[src/rtl/pkt_crc_pkg.sv]
package pkt_crc_pkg;

    localparam int unsigned WORD_W    = 16;
    localparam int unsigned LINK_BITS = 6;
    localparam logic [WORD_W-1:0] CRC_POLY = 16'h1021;
    localparam logic [WORD_W-1:0] CRC_INIT = 16'hFFFF;

    typedef enum logic [1:0] {
        ST_IDLE = 2'd0,
        ST_SEG1 = 2'd1,
        ST_SEG2 = 2'd2
    } seg_state_e;

    function automatic logic [WORD_W-1:0] mask_link(input logic [WORD_W-1:0] w);
        return {{LINK_BITS{1'b0}}, w[WORD_W-LINK_BITS-1:0]};
    endfunction

endpackage

[src/rtl/crc16_word.sv]
module crc16_word
    import pkt_crc_pkg::*;
#(
    parameter logic [WORD_W-1:0] POLY = CRC_POLY
) (
    input  logic [WORD_W-1:0] crc_in,
    input  logic [WORD_W-1:0] data,
    output logic [WORD_W-1:0] crc_out
);

    always_comb begin
        logic [WORD_W-1:0] c;
        logic              fb;
        c = crc_in;
        for (int b = WORD_W - 1; b >= 0; b--) begin
            fb = c[WORD_W-1] ^ data[b];
            c  = {c[WORD_W-2:0], 1'b0};
            if (fb) begin
                c = c ^ POLY;
            end
        end
        crc_out = c;
    end

endmodule

[src/rtl/maint_hdr_decode.sv]
module maint_hdr_decode
    import pkt_crc_pkg::*;
#(
    parameter int unsigned MAINT_FTYPE   = 8,
    parameter int unsigned HOP_IDX_SMALL = 3,
    parameter int unsigned HOP_IDX_LARGE = 4,
    parameter int unsigned IDX_W         = 6
) (
    input  logic [WORD_W-1:0] hdr,
    output logic              is_maint,
    output logic [IDX_W-1:0]  hop_idx
);

    logic [1:0] tt_field;
    logic [3:0] ft_field;

    assign tt_field = hdr[7:6];
    assign ft_field = hdr[3:0];

    always_comb begin
        is_maint = 1'b0;
        hop_idx  = IDX_W'(HOP_IDX_SMALL);
        unique case (tt_field)
            2'd0: begin
                is_maint = (ft_field == 4'(MAINT_FTYPE));
                hop_idx  = IDX_W'(HOP_IDX_SMALL);
            end
            2'd1: begin
                is_maint = (ft_field == 4'(MAINT_FTYPE));
                hop_idx  = IDX_W'(HOP_IDX_LARGE);
            end
            default: begin
                is_maint = 1'b0;
                hop_idx  = IDX_W'(HOP_IDX_SMALL);
            end
        endcase
    end

endmodule

[src/rtl/pkt_crc_regen.sv]
module pkt_crc_regen
    import pkt_crc_pkg::*;
#(
    parameter int unsigned MID_CRC_WORD  = 40,
    parameter int unsigned MAINT_FTYPE   = 8,
    parameter int unsigned HOP_IDX_SMALL = 3,
    parameter int unsigned HOP_IDX_LARGE = 4
) (
    input  logic              clk,
    input  logic              rst_n,
    input  logic              in_valid,
    output logic              in_ready,
    input  logic              in_sop,
    input  logic              in_eop,
    input  logic [WORD_W-1:0] in_data,
    output logic              out_valid,
    input  logic              out_ready,
    output logic              out_sop,
    output logic              out_eop,
    output logic [WORD_W-1:0] out_data,
    output logic              out_err
);

    localparam int unsigned IDX_W   = $clog2(MID_CRC_WORD + 2);
    localparam logic [IDX_W-1:0] IDX_MID = IDX_W'(MID_CRC_WORD);
    localparam logic [IDX_W-1:0] IDX_SAT = IDX_W'(MID_CRC_WORD + 1);

    seg_state_e        state_q, state_d;
    logic [IDX_W-1:0]  idx_q, idx_d;
    logic [WORD_W-1:0] rx_q, tx_q;
    logic              maint_q, err_q;
    logic [IDX_W-1:0]  hop_q;

    logic              fire, first, active;
    logic              dec_maint, maint_now;
    logic [IDX_W-1:0]  dec_hop, hop_now, cur_idx;
    logic              mid_pos, crc_pos, hop_pos, mismatch, err_now;
    logic [WORD_W-1:0] rx_cur, tx_cur, rx_next, tx_next;
    logic [WORD_W-1:0] rx_fold, tx_fold, word_out;
    logic [7:0]        hop_dec;

    maint_hdr_decode #(
        .MAINT_FTYPE  (MAINT_FTYPE),
        .HOP_IDX_SMALL(HOP_IDX_SMALL),
        .HOP_IDX_LARGE(HOP_IDX_LARGE),
        .IDX_W        (IDX_W)
    ) u_decode (
        .hdr     (in_data),
        .is_maint(dec_maint),
        .hop_idx (dec_hop)
    );

    crc16_word #(.POLY(CRC_POLY)) u_rx_crc (
        .crc_in (rx_cur),
        .data   (rx_fold),
        .crc_out(rx_next)
    );

    crc16_word #(.POLY(CRC_POLY)) u_tx_crc (
        .crc_in (tx_cur),
        .data   (tx_fold),
        .crc_out(tx_next)
    );

    // Position and packet context for the word on the input
    assign fire      = in_valid & out_ready;
    assign first     = (state_q == ST_IDLE) & in_sop;
    assign active    = (state_q != ST_IDLE) | in_sop;
    assign cur_idx   = first ? '0 : idx_q;
    assign maint_now = first ? dec_maint : maint_q;
    assign hop_now   = first ? dec_hop : hop_q;
    assign mid_pos   = (state_q == ST_SEG1) & (idx_q == IDX_MID) & ~in_eop;
    assign crc_pos   = active & (in_eop | mid_pos);
    assign hop_pos   = active & maint_now & ~crc_pos & (state_q == ST_SEG1) & (idx_q == hop_now);
    assign rx_cur    = first ? CRC_INIT : rx_q;
    assign tx_cur    = first ? CRC_INIT : tx_q;
    assign mismatch  = crc_pos & (in_data != rx_cur);
    assign err_now   = first ? 1'b0 : err_q;
    assign hop_dec   = (in_data[15:8] == 8'd0) ? 8'd0 : in_data[15:8] - 8'd1;
    assign rx_fold   = first ? mask_link(in_data) : in_data;
    assign tx_fold   = first ? mask_link(word_out) : word_out;

    // State register
    always_ff @(posedge clk) begin
        if (!rst_n) begin
            state_q <= ST_IDLE;
            idx_q   <= '0;
            rx_q    <= CRC_INIT;
            tx_q    <= CRC_INIT;
            maint_q <= 1'b0;
            hop_q   <= '0;
            err_q   <= 1'b0;
        end else if (fire) begin
            state_q <= state_d;
            if (active) begin
                idx_q   <= idx_d;
                rx_q    <= rx_next;
                tx_q    <= tx_next;
                maint_q <= maint_now;
                hop_q   <= hop_now;
                err_q   <= err_now | mismatch;
            end
        end
    end

    // Next state
    always_comb begin
        state_d = state_q;
        idx_d   = (cur_idx == IDX_SAT) ? cur_idx : cur_idx + 1'b1;
        unique case (state_q)
            ST_IDLE: begin
                if (in_sop && !in_eop) state_d = ST_SEG1;
            end
            ST_SEG1: begin
                if (in_eop)       state_d = ST_IDLE;
                else if (mid_pos) state_d = ST_SEG2;
            end
            ST_SEG2: begin
                if (in_eop) state_d = ST_IDLE;
            end
            default: state_d = ST_IDLE;
        endcase
    end

    // Outputs
    always_comb begin
        in_ready  = out_ready;
        out_valid = in_valid;
        out_sop   = in_sop;
        out_eop   = in_eop;
        word_out  = in_data;
        if (active && maint_now) begin
            if (crc_pos)      word_out = tx_cur;
            else if (hop_pos) word_out = {hop_dec, in_data[7:0]};
        end
        out_data = word_out;
        out_err  = in_valid & in_eop & active & (err_now | mismatch);
    end

    p_seg2_after_mid_r3: assert property (@(posedge clk) disable iff (!rst_n)
        (fire && state_q == ST_SEG1 && idx_q == IDX_MID && !in_eop) |=> (state_q == ST_SEG2));

    p_idx_bound_r3: assert property (@(posedge clk) disable iff (!rst_n)
        idx_q <= IDX_SAT);

    p_idle_after_eop_r2: assert property (@(posedge clk) disable iff (!rst_n)
        (fire && in_eop) |=> (state_q == ST_IDLE));

    p_transparent_r6: assert property (@(posedge clk) disable iff (!rst_n)
        (in_valid && active && !maint_now) |-> (out_data == in_data));

    p_err_on_eop_r5: assert property (@(posedge clk) disable iff (!rst_n)
        out_err |-> (in_eop && out_valid));

    p_stall_hold_r10: assert property (@(posedge clk) disable iff (!rst_n)
        !fire |=> ($stable(rx_q) && $stable(tx_q) && $stable(state_q) && $stable(idx_q)));

endmodule

[config.mk]
export PLATFORM = sky130hd
export DESIGN_NAME = pkt_crc_regen
export DESIGN_NICKNAME = d
export VERILOG_FILES = /design/src/rtl/pkt_crc_pkg.sv /design/src/rtl/crc16_word.sv /design/src/rtl/maint_hdr_decode.sv /design/src/rtl/pkt_crc_regen.sv
export SDC_FILE = /design/constraint.sdc
export NUM_CORES = 1
export LEC_CHECK = 0
export BUFFER_PORTS_ARGS = -buffer_cell sky130_fd_sc_hd__buf_2
export CAP_MARGIN = 20
export CORE_UTILIZATION = 66
export DETAILED_ROUTE_END_ITERATION = 16
export GPL_ROUTABILITY_DRIVEN = 0
export PLACE_DENSITY_LB_ADDON = 0.1
export SYNTH_ARGS = -nofsm -noshare
export SYNTH_HDL_FRONTEND = slang
export SYNTH_SLANG_ARGS = --single-unit
export TNS_END_PERCENT = 10
[constraint.sdc]
create_clock -name clk -period 6.75 [get_ports clk]
set_input_delay 0.3375 -clock clk [delete_from_list [all_inputs] [get_ports clk]]
set_output_delay 0.3375 -clock clk [all_outputs]
set_load 0.1 [all_outputs]
### Word-level counts from Yosys, hierarchy flattened

Cells that the tools add are included.

* flip-flop bits (word level): 48
* bits in latches: 0
* bits in writable memories: 0
* bits in read-only memories: 0
* input port bits: 22
* output and inout bits: 21
* memories kept: 0

* $add $sub $neg: 2
* $mul: 0
* div/mod/pow operators: 0
* $lt $le $gt $ge: 0
* equality and inequality tests: 11
* shifts and indexed selects: 0
* muxes and demuxes: 52
* bitwise logic cells: 82
* reduce and logical (&&, ||, !) cells: 10

Operators with widths (number)
* 13-bit two-way mux: 32
* 16-bit two-way mux: 7
* 3-bit inverter: 32
* 1-bit XOR: 32
* 6-bit two-way mux: 3
* 16-bit != test: 1
* 1-bit bitwise AND: 13
* 6-bit == test (second input constant): 2
* 8-bit zero test: 1
* 2-bit two-way mux: 4
* 8-bit two-way mux: 1
* 8-bit by 1-bit subtractor with 8-bit output (second input constant): 1
* 6-bit by 1-bit adder with 6-bit output (second input constant): 1
* 6-bit == test: 1
* 2-bit one-hot mux with 3 select lines: 1
* 2-bit by 1-bit == test with 1-bit output (second input constant): 2
* 4-bit == test (second input constant): 1
* 2-bit zero test: 2
* 4-bit AND reduction: 1
* 1-bit two-way mux: 3
* 3-bit two-way mux: 1
* 3-bit != test (second input constant): 1
* 1-bit OR: 3
* 2-bit == test (second input constant): 1
* other kinds (8): 10

### Logic depth before layout (Yosys ltp)

* depth in word-level cells: 45
* depth in mapped cells: 15
* depth with buffers taken out: 13

### Modules after synthesis

Synthesis repeated with hierarchy kept, for this count alone.

* cell total of the unflattened synthesis: 600
* area, all modules: 4740.8 um2

By module, submodules not included
* pkt_crc_regen: instances 1, cells each 491, area each 3565.9 um2, seq. area each 960.9 um2
* crc16_word: instances 2, cells each 50, area each 559.3 um2, seq. area each 0.0 um2
* maint_hdr_decode: instances 1, cells each 9, area each 56.3 um2, seq. area each 0.0 um2

### Worst setup path after synthesis

OpenSTA, ideal clock, no wires.

* path type: register to output
* start: register state_q[0]
* end: output out_data[6]
* data arrival time: 4424 ps
* data required time: 6412 ps
* path slack: 1988 ps
* stages on the path, launching flop included: 9
* path buffers: 5
* path through: dfxtp_1 > nor3b_2 > clkbuf_1 > clkbuf_1 > buf_1 > clkbuf_1 > clkbuf_1 > nor2_1 > o21ai_0

* word-level cells in the longest chain between the ends: 7
* elaborated cells between the ends (all ways): 14

RTL lines
* from (decl): line pkt_crc_regen.sv:28 `seg_state_e state_q, state_d;`
* from (signal assigned): line pkt_crc_regen.sv:94 `state_q <= state_d;`
* 2-bit by 1-bit == test with 1-bit output: line pkt_crc_regen.sv:72 `assign mid_pos = (state_q == ST_SEG1) & (idx_q == IDX_MID) & ~in_eop;`
* 1-bit bitwise AND (2 in series): line pkt_crc_regen.sv:72
* 1-bit OR: line pkt_crc_regen.sv:73 `assign crc_pos = active & (in_eop | mid_pos);`
* 1-bit bitwise AND: line pkt_crc_regen.sv:73
* 16-bit two-way mux: line pkt_crc_regen.sv:133 `if (crc_pos) word_out = tx_cur;`
* 16-bit two-way mux (*): line pkt_crc_regen.sv:132 `if (active && maint_now) begin`
* to (decl): line pkt_crc_regen.sv:20 `output logic [WORD_W-1:0] out_data,`

Every way passes the cells marked *; elsewhere a longest branch is shown, timed or not.

### Worst setup path in the final report

* start: register state_q[0]
* end: register tx_q[13]

* word-level cells in the longest chain between the ends: 29
* elaborated cells between the ends (all ways): 51

RTL lines
* 2-bit by 1-bit == test with 1-bit output: line pkt_crc_regen.sv:72, pkt_crc_regen.sv:74
* 1-bit bitwise AND (2 in series): line pkt_crc_regen.sv:72
* 1-bit OR: line pkt_crc_regen.sv:73
* 1-bit bitwise AND: line pkt_crc_regen.sv:73
* 1-bit inverter: line pkt_crc_regen.sv:74 `assign hop_pos = active & maint_now & ~crc_pos & (state_q == ST_SEG1) & (idx_q == hop_now);`
* 1-bit bitwise AND (3 in series): line pkt_crc_regen.sv:74
* 16-bit two-way mux: line pkt_crc_regen.sv:134 `else if (hop_pos) word_out = {hop_dec, in_data[7:0]};`
* 16-bit two-way mux: line pkt_crc_regen.sv:133
* 16-bit two-way mux: line pkt_crc_regen.sv:132
* 16-bit two-way mux: line pkt_crc_regen.sv:81 `assign tx_fold = first ? mask_link(word_out) : word_out;`
* 1-bit XOR: line crc16_word.sv:16 `fb = c[WORD_W-1] ^ data[b];`
* 13-bit two-way mux (5 in series): line crc16_word.sv:18 `if (fb) begin`
* 3-bit inverter (no line)
* 13-bit two-way mux (7 in series): line crc16_word.sv:18
* 3-bit inverter (no line)
* 13-bit two-way mux: line crc16_word.sv:18
* to (signal assigned): line pkt_crc_regen.sv:98 `tx_q <= tx_next;`
* to (decl): line pkt_crc_regen.sv:30 `logic [WORD_W-1:0] rx_q, tx_q;`

Several ways; a longest one is shown, not always the timed one.
A chain may end at the register's enable or synchronous reset.

==> impl_metrics.csv <==
group,metric,value,unit
synthesis,share_of_the_synthesized_area_in_the_top_cell_type,19.6,%
synthesis,synth_enable_flop_cells,0,
grt,grt_use_total,36.1,%
synthesis,synth.net_count,692,
run_status,outcome,"complete, no violations",
synthesis,yosysSeqAreaShare,19.6,%
die,die_area,7790,µm²
sta,timing.slew.headroom,38.8,%
clocking,cts-htree-levels,2,
sta,hold_viol_final,0,
detailed_routing,drt_iter0_markers,570,
power_and_ir_drop,p_leak,1.98,nW
clocking,clockRootBuffer,"clkbuf_8",
die,horiz_die_dim,88.3,µm
flow_run,timing.max_cap.violations,0,
synthesis,synth_top_cell_by_area,"dfxtp_1",
synthesis,syn_area,4910,µm²
synthesis,per_instance_average_area_after_synthesis,7.37,µm²
clocking,clock_tree_from_tritoncts,"built",
synthesis,yosys.cell_types.count,83,
sta,worst_pin_slew,0.918,ns
detailed_routing,via_per_inst,6.67,
clocking,clock_insertion_delay_worst_skew,0.32,ns
sta,slew_viol_final,0,
clocking,postCtsSetupBuffers,0,
setup_path,cp_top_family,"simple AND/OR/NAND/NOR gates",
synthesis,netlist_instances,666,
setup_path,path_buf_inv,1,
sta,timing.final.crit_share,67.1,%
worst_hold_path,kind_of_path_behind_the_tightest_hold_check,"reg2reg",
clocking,cts_hold_buf,0,
setup_path,critPathRequiredTime,6.96,ns
sta,period_needed,4.53,ns
setup_path,critical_path.endpoint_type,"flop",
layout,non_filler_instances,762,
synthesis,yosysWarnings,0,
detailed_routing,dr_total_vias,5081,
setup_path,critPathLaunchType,"flop",
detailed_routing,detail-route-antenna-nets,0,
setup_path,critical_path_class,"reg2reg",
detailed_routing,wl_per_cell,18.3,µm
die,initial_standard_cell_utilization_of_the_core,68.1,%
synthesis,async_sr_flop_fraction,0,%
clocking,cts_max_path_buffers,2,
placed_design,numPlacedInstances,753,
grt,antenna_found_initial,0,
worst_hold_path,hold_path_startpoint,"tx_q[4]",
clocking,total_cts_buffers,5,
die,ios,43,
setup_path,worstRegToRegCells,12,
sta,setup_viol,0,
sta,setup_tns,0,ns
layout,diodes,0,
die,core_area,7210,µm²
sta,unrepaired_setup_endpoints_after_global_routing,"false",
setup_path,critPathMaxFanout,70,
synthesis,ys_dominant_reg_cell,"dfxtp_1",
grt,globalRouteOverflowTotal,0,
detailed_routing,dr.pass1.iters,7,
layout,drive_gt1_share,12.4,%
grt,grt_pass1_wl,21800,µm
setup_path,reg2reg_to,"tx_q[13]",
clocking,clk_transition_reported_paths,0.10,ns
layout,design.final.nets,689,
die,die_h,88.3,µm
worst_hold_path,min_delay_path_depth,2,
setup_path,cpMaxStageDelayCell,"buf_4",
layout,utilization,71.2,%
power_and_ir_drop,ir_worst_vdd,0.000156,V
synthesis,post_synth_most_frequent_cells,"70 x nand2_1, 60 x nor2_1, 54 x xnor2_1",
sta,clock-skew-final,0.00842,ns
detailed_routing,detail_route.drc_violations,0,
setup_path,reg2reg_setup_slack,2.22,ns
detailed_routing,route.final.wire_length,14000,µm
placed_design,dp_hpwl,9890,µm
synthesis,synth.top_cells.by_area,"dfxtp_1 20%, xnor2_1 9.6%, nand2_1 5.4%, nor2_1 4.6%, o21ai_0 4.0%",
synthesis,ys_ff_latch,48,
power_and_ir_drop,power_density,196,nW/µm²
worst_hold_path,hold-path-endpoint,"tx_q[4]",
placed_design,pre_cts_ws,2.20,ns
grt,maximum_number_of_pins_on_one_net_before_global_route_repair,71,
grt,grt_pass1_vias,4476,
setup_path,reg2reg_from,"state_q[0]",
setup_path,arrival,4.74,ns
placed_design,portBuffers,42,
layout,area_growth,4.61,%
setup_path,critical_path_cell_by_cell,"nor3b_4 -> buf_4 -> mux2i_1 -> xnor2_1 -> nor3_1 -> nand2_1 -> o32ai_1 -> a211oi_2 -> xnor2_1 -> xor2_1 -> nand2b_1 -> o311a_1",
setup_path,slowest_delay,0.62,ns
clocking,number_of_instances_resized_during_post_cts_repair,0,
clocking,clock-sinks,48,
die,floorplan.rows,31,
sta,final_critical_path_setup_slack,2.22,ns
synthesis,synthMostInstantiatedCell,"nand2_1",
sta,max_freq,0.221,GHz
setup_path,cpMostUsedCell,"xnor2_1",
stage by stage:
step           area [µm²]  hold WS [ns]  total power (W)
5_1_grt              5140         0.493          0.00105
3_3_place_gp         5020         0.449         0.000813
4_1_cts              5110         0.487         0.000996
2_1_floorplan        4910         0.437         0.000734
6_report             5140         0.482          0.00100
3_5_place_dp         5020         0.465         0.000824
kinds of logic (layout without fill, tap and decap cells):
family                     count (synthesis)  after routing  share of synthesized area (%)
and+or+nand+nor                          266            266                           27.9
adders and majority gates                  4              4                           1.02
buffers and inverters                     73             70                           6.39
muxes                                     10             10                           2.34
DFF                                       48             48                           19.6
xor gates and xnor gates                  80             80                           16.1
AOI/OAI and AO/OA                        185            185                           26.7
routing by layer:
| metal | vias to the layer above | wire (µm) | GRT usage (%) |
|---|---|---|---|
| met2 | 269 | 6400 | 58.9 |
| met4 | 0 | 443 | 14.4 |
| met3 | 55 | 1240 | 7.09 |
| li1 | 2401 | - | - |
| met1 | 2356 | 5880 | 46.6 |
| met5 | - | 0 | 1.95 |
how the worst max path moves through the flow:
stage                     startpoint          end  slack (ns)  cells after the start
after detailed placement  state_q[0]      tx_q[7]        2.20                     12
after global placement    in_data[1]      tx_q[7]        2.34                     12
after floorplan           state_q[0]  out_data[6]        1.99                      8
after global routing      state_q[0]     tx_q[12]        1.81                     12
final                     state_q[0]     tx_q[13]        2.22                     12
after CTS                 state_q[0]      tx_q[7]        2.16                     12
sequential cells by signal (all words and copies together) (netlist names):
signal,cells
err_q,1
state_q,2
hop_q,6
rx_q,16
idx_q,6
maint_q,1
tx_q,16
worst min-delay path: stages (launching register included):
cell     delay [ns]
dfxtp_1        0.33
nand2_1        0.05
nand3_1        0.07
where the power goes:
part / total, W / internal (W) / switching [W]
sequential: 0.000323 / 0.000301 / 0.0000219
combinational: 0.000506 / 0.000197 / 0.000308
clock: 0.000177 / 0.0000705 / 0.000106
total: 0.00100 / 0.000569 / 0.000436
layout make-up:
| cell class | count | area (µm²) |
|---|---|---|
| fillers | 609 | 2080 |
| repair buffers | 47 | 264 |
| inverters | 16 | 60.1 |
| multi-input cells | 545 | 3650 |
| clock inverters | 2 | 12.5 |
| clock buffers | 5 | 68.8 |
| well taps | 99 | 124 |
| flip-flops and latches | 48 | 961 |
cells in the final DEF, fill, tap and decap left out, drive strengths merged, types with 6 or more instances in the layout:
| master | netlist | final |
|---|---|---|
| o22ai | 7 | 7 |
| nor4 | 19 | 19 |
| and3 | 11 | 11 |
| xnor2 | 56 | 56 |
| dfxtp | 48 | 48 |
| o21ai | 42 | 42 |
| buf | 16 | 47 |
| a21oi | 28 | 28 |
| nor3 | 24 | 24 |
| inv | 16 | 16 |
| nand3 | 22 | 22 |
| nor3b | 9 | 9 |
| xor2 | 20 | 20 |
| nand2 | 70 | 70 |
| and2 | 8 | 8 |
| nor2 | 61 | 61 |
| a31oi | 9 | 9 |
| o31ai | 10 | 10 |
| nor2b | 8 | 8 |
| o211ai | 27 | 27 |
| a22oi | 7 | 7 |
| mux2i | 8 | 8 |
| a211oi | 8 | 8 |
| or3 | 8 | 8 |
| a22o | 6 | 6 |
(Power assumes the default switching activity.)
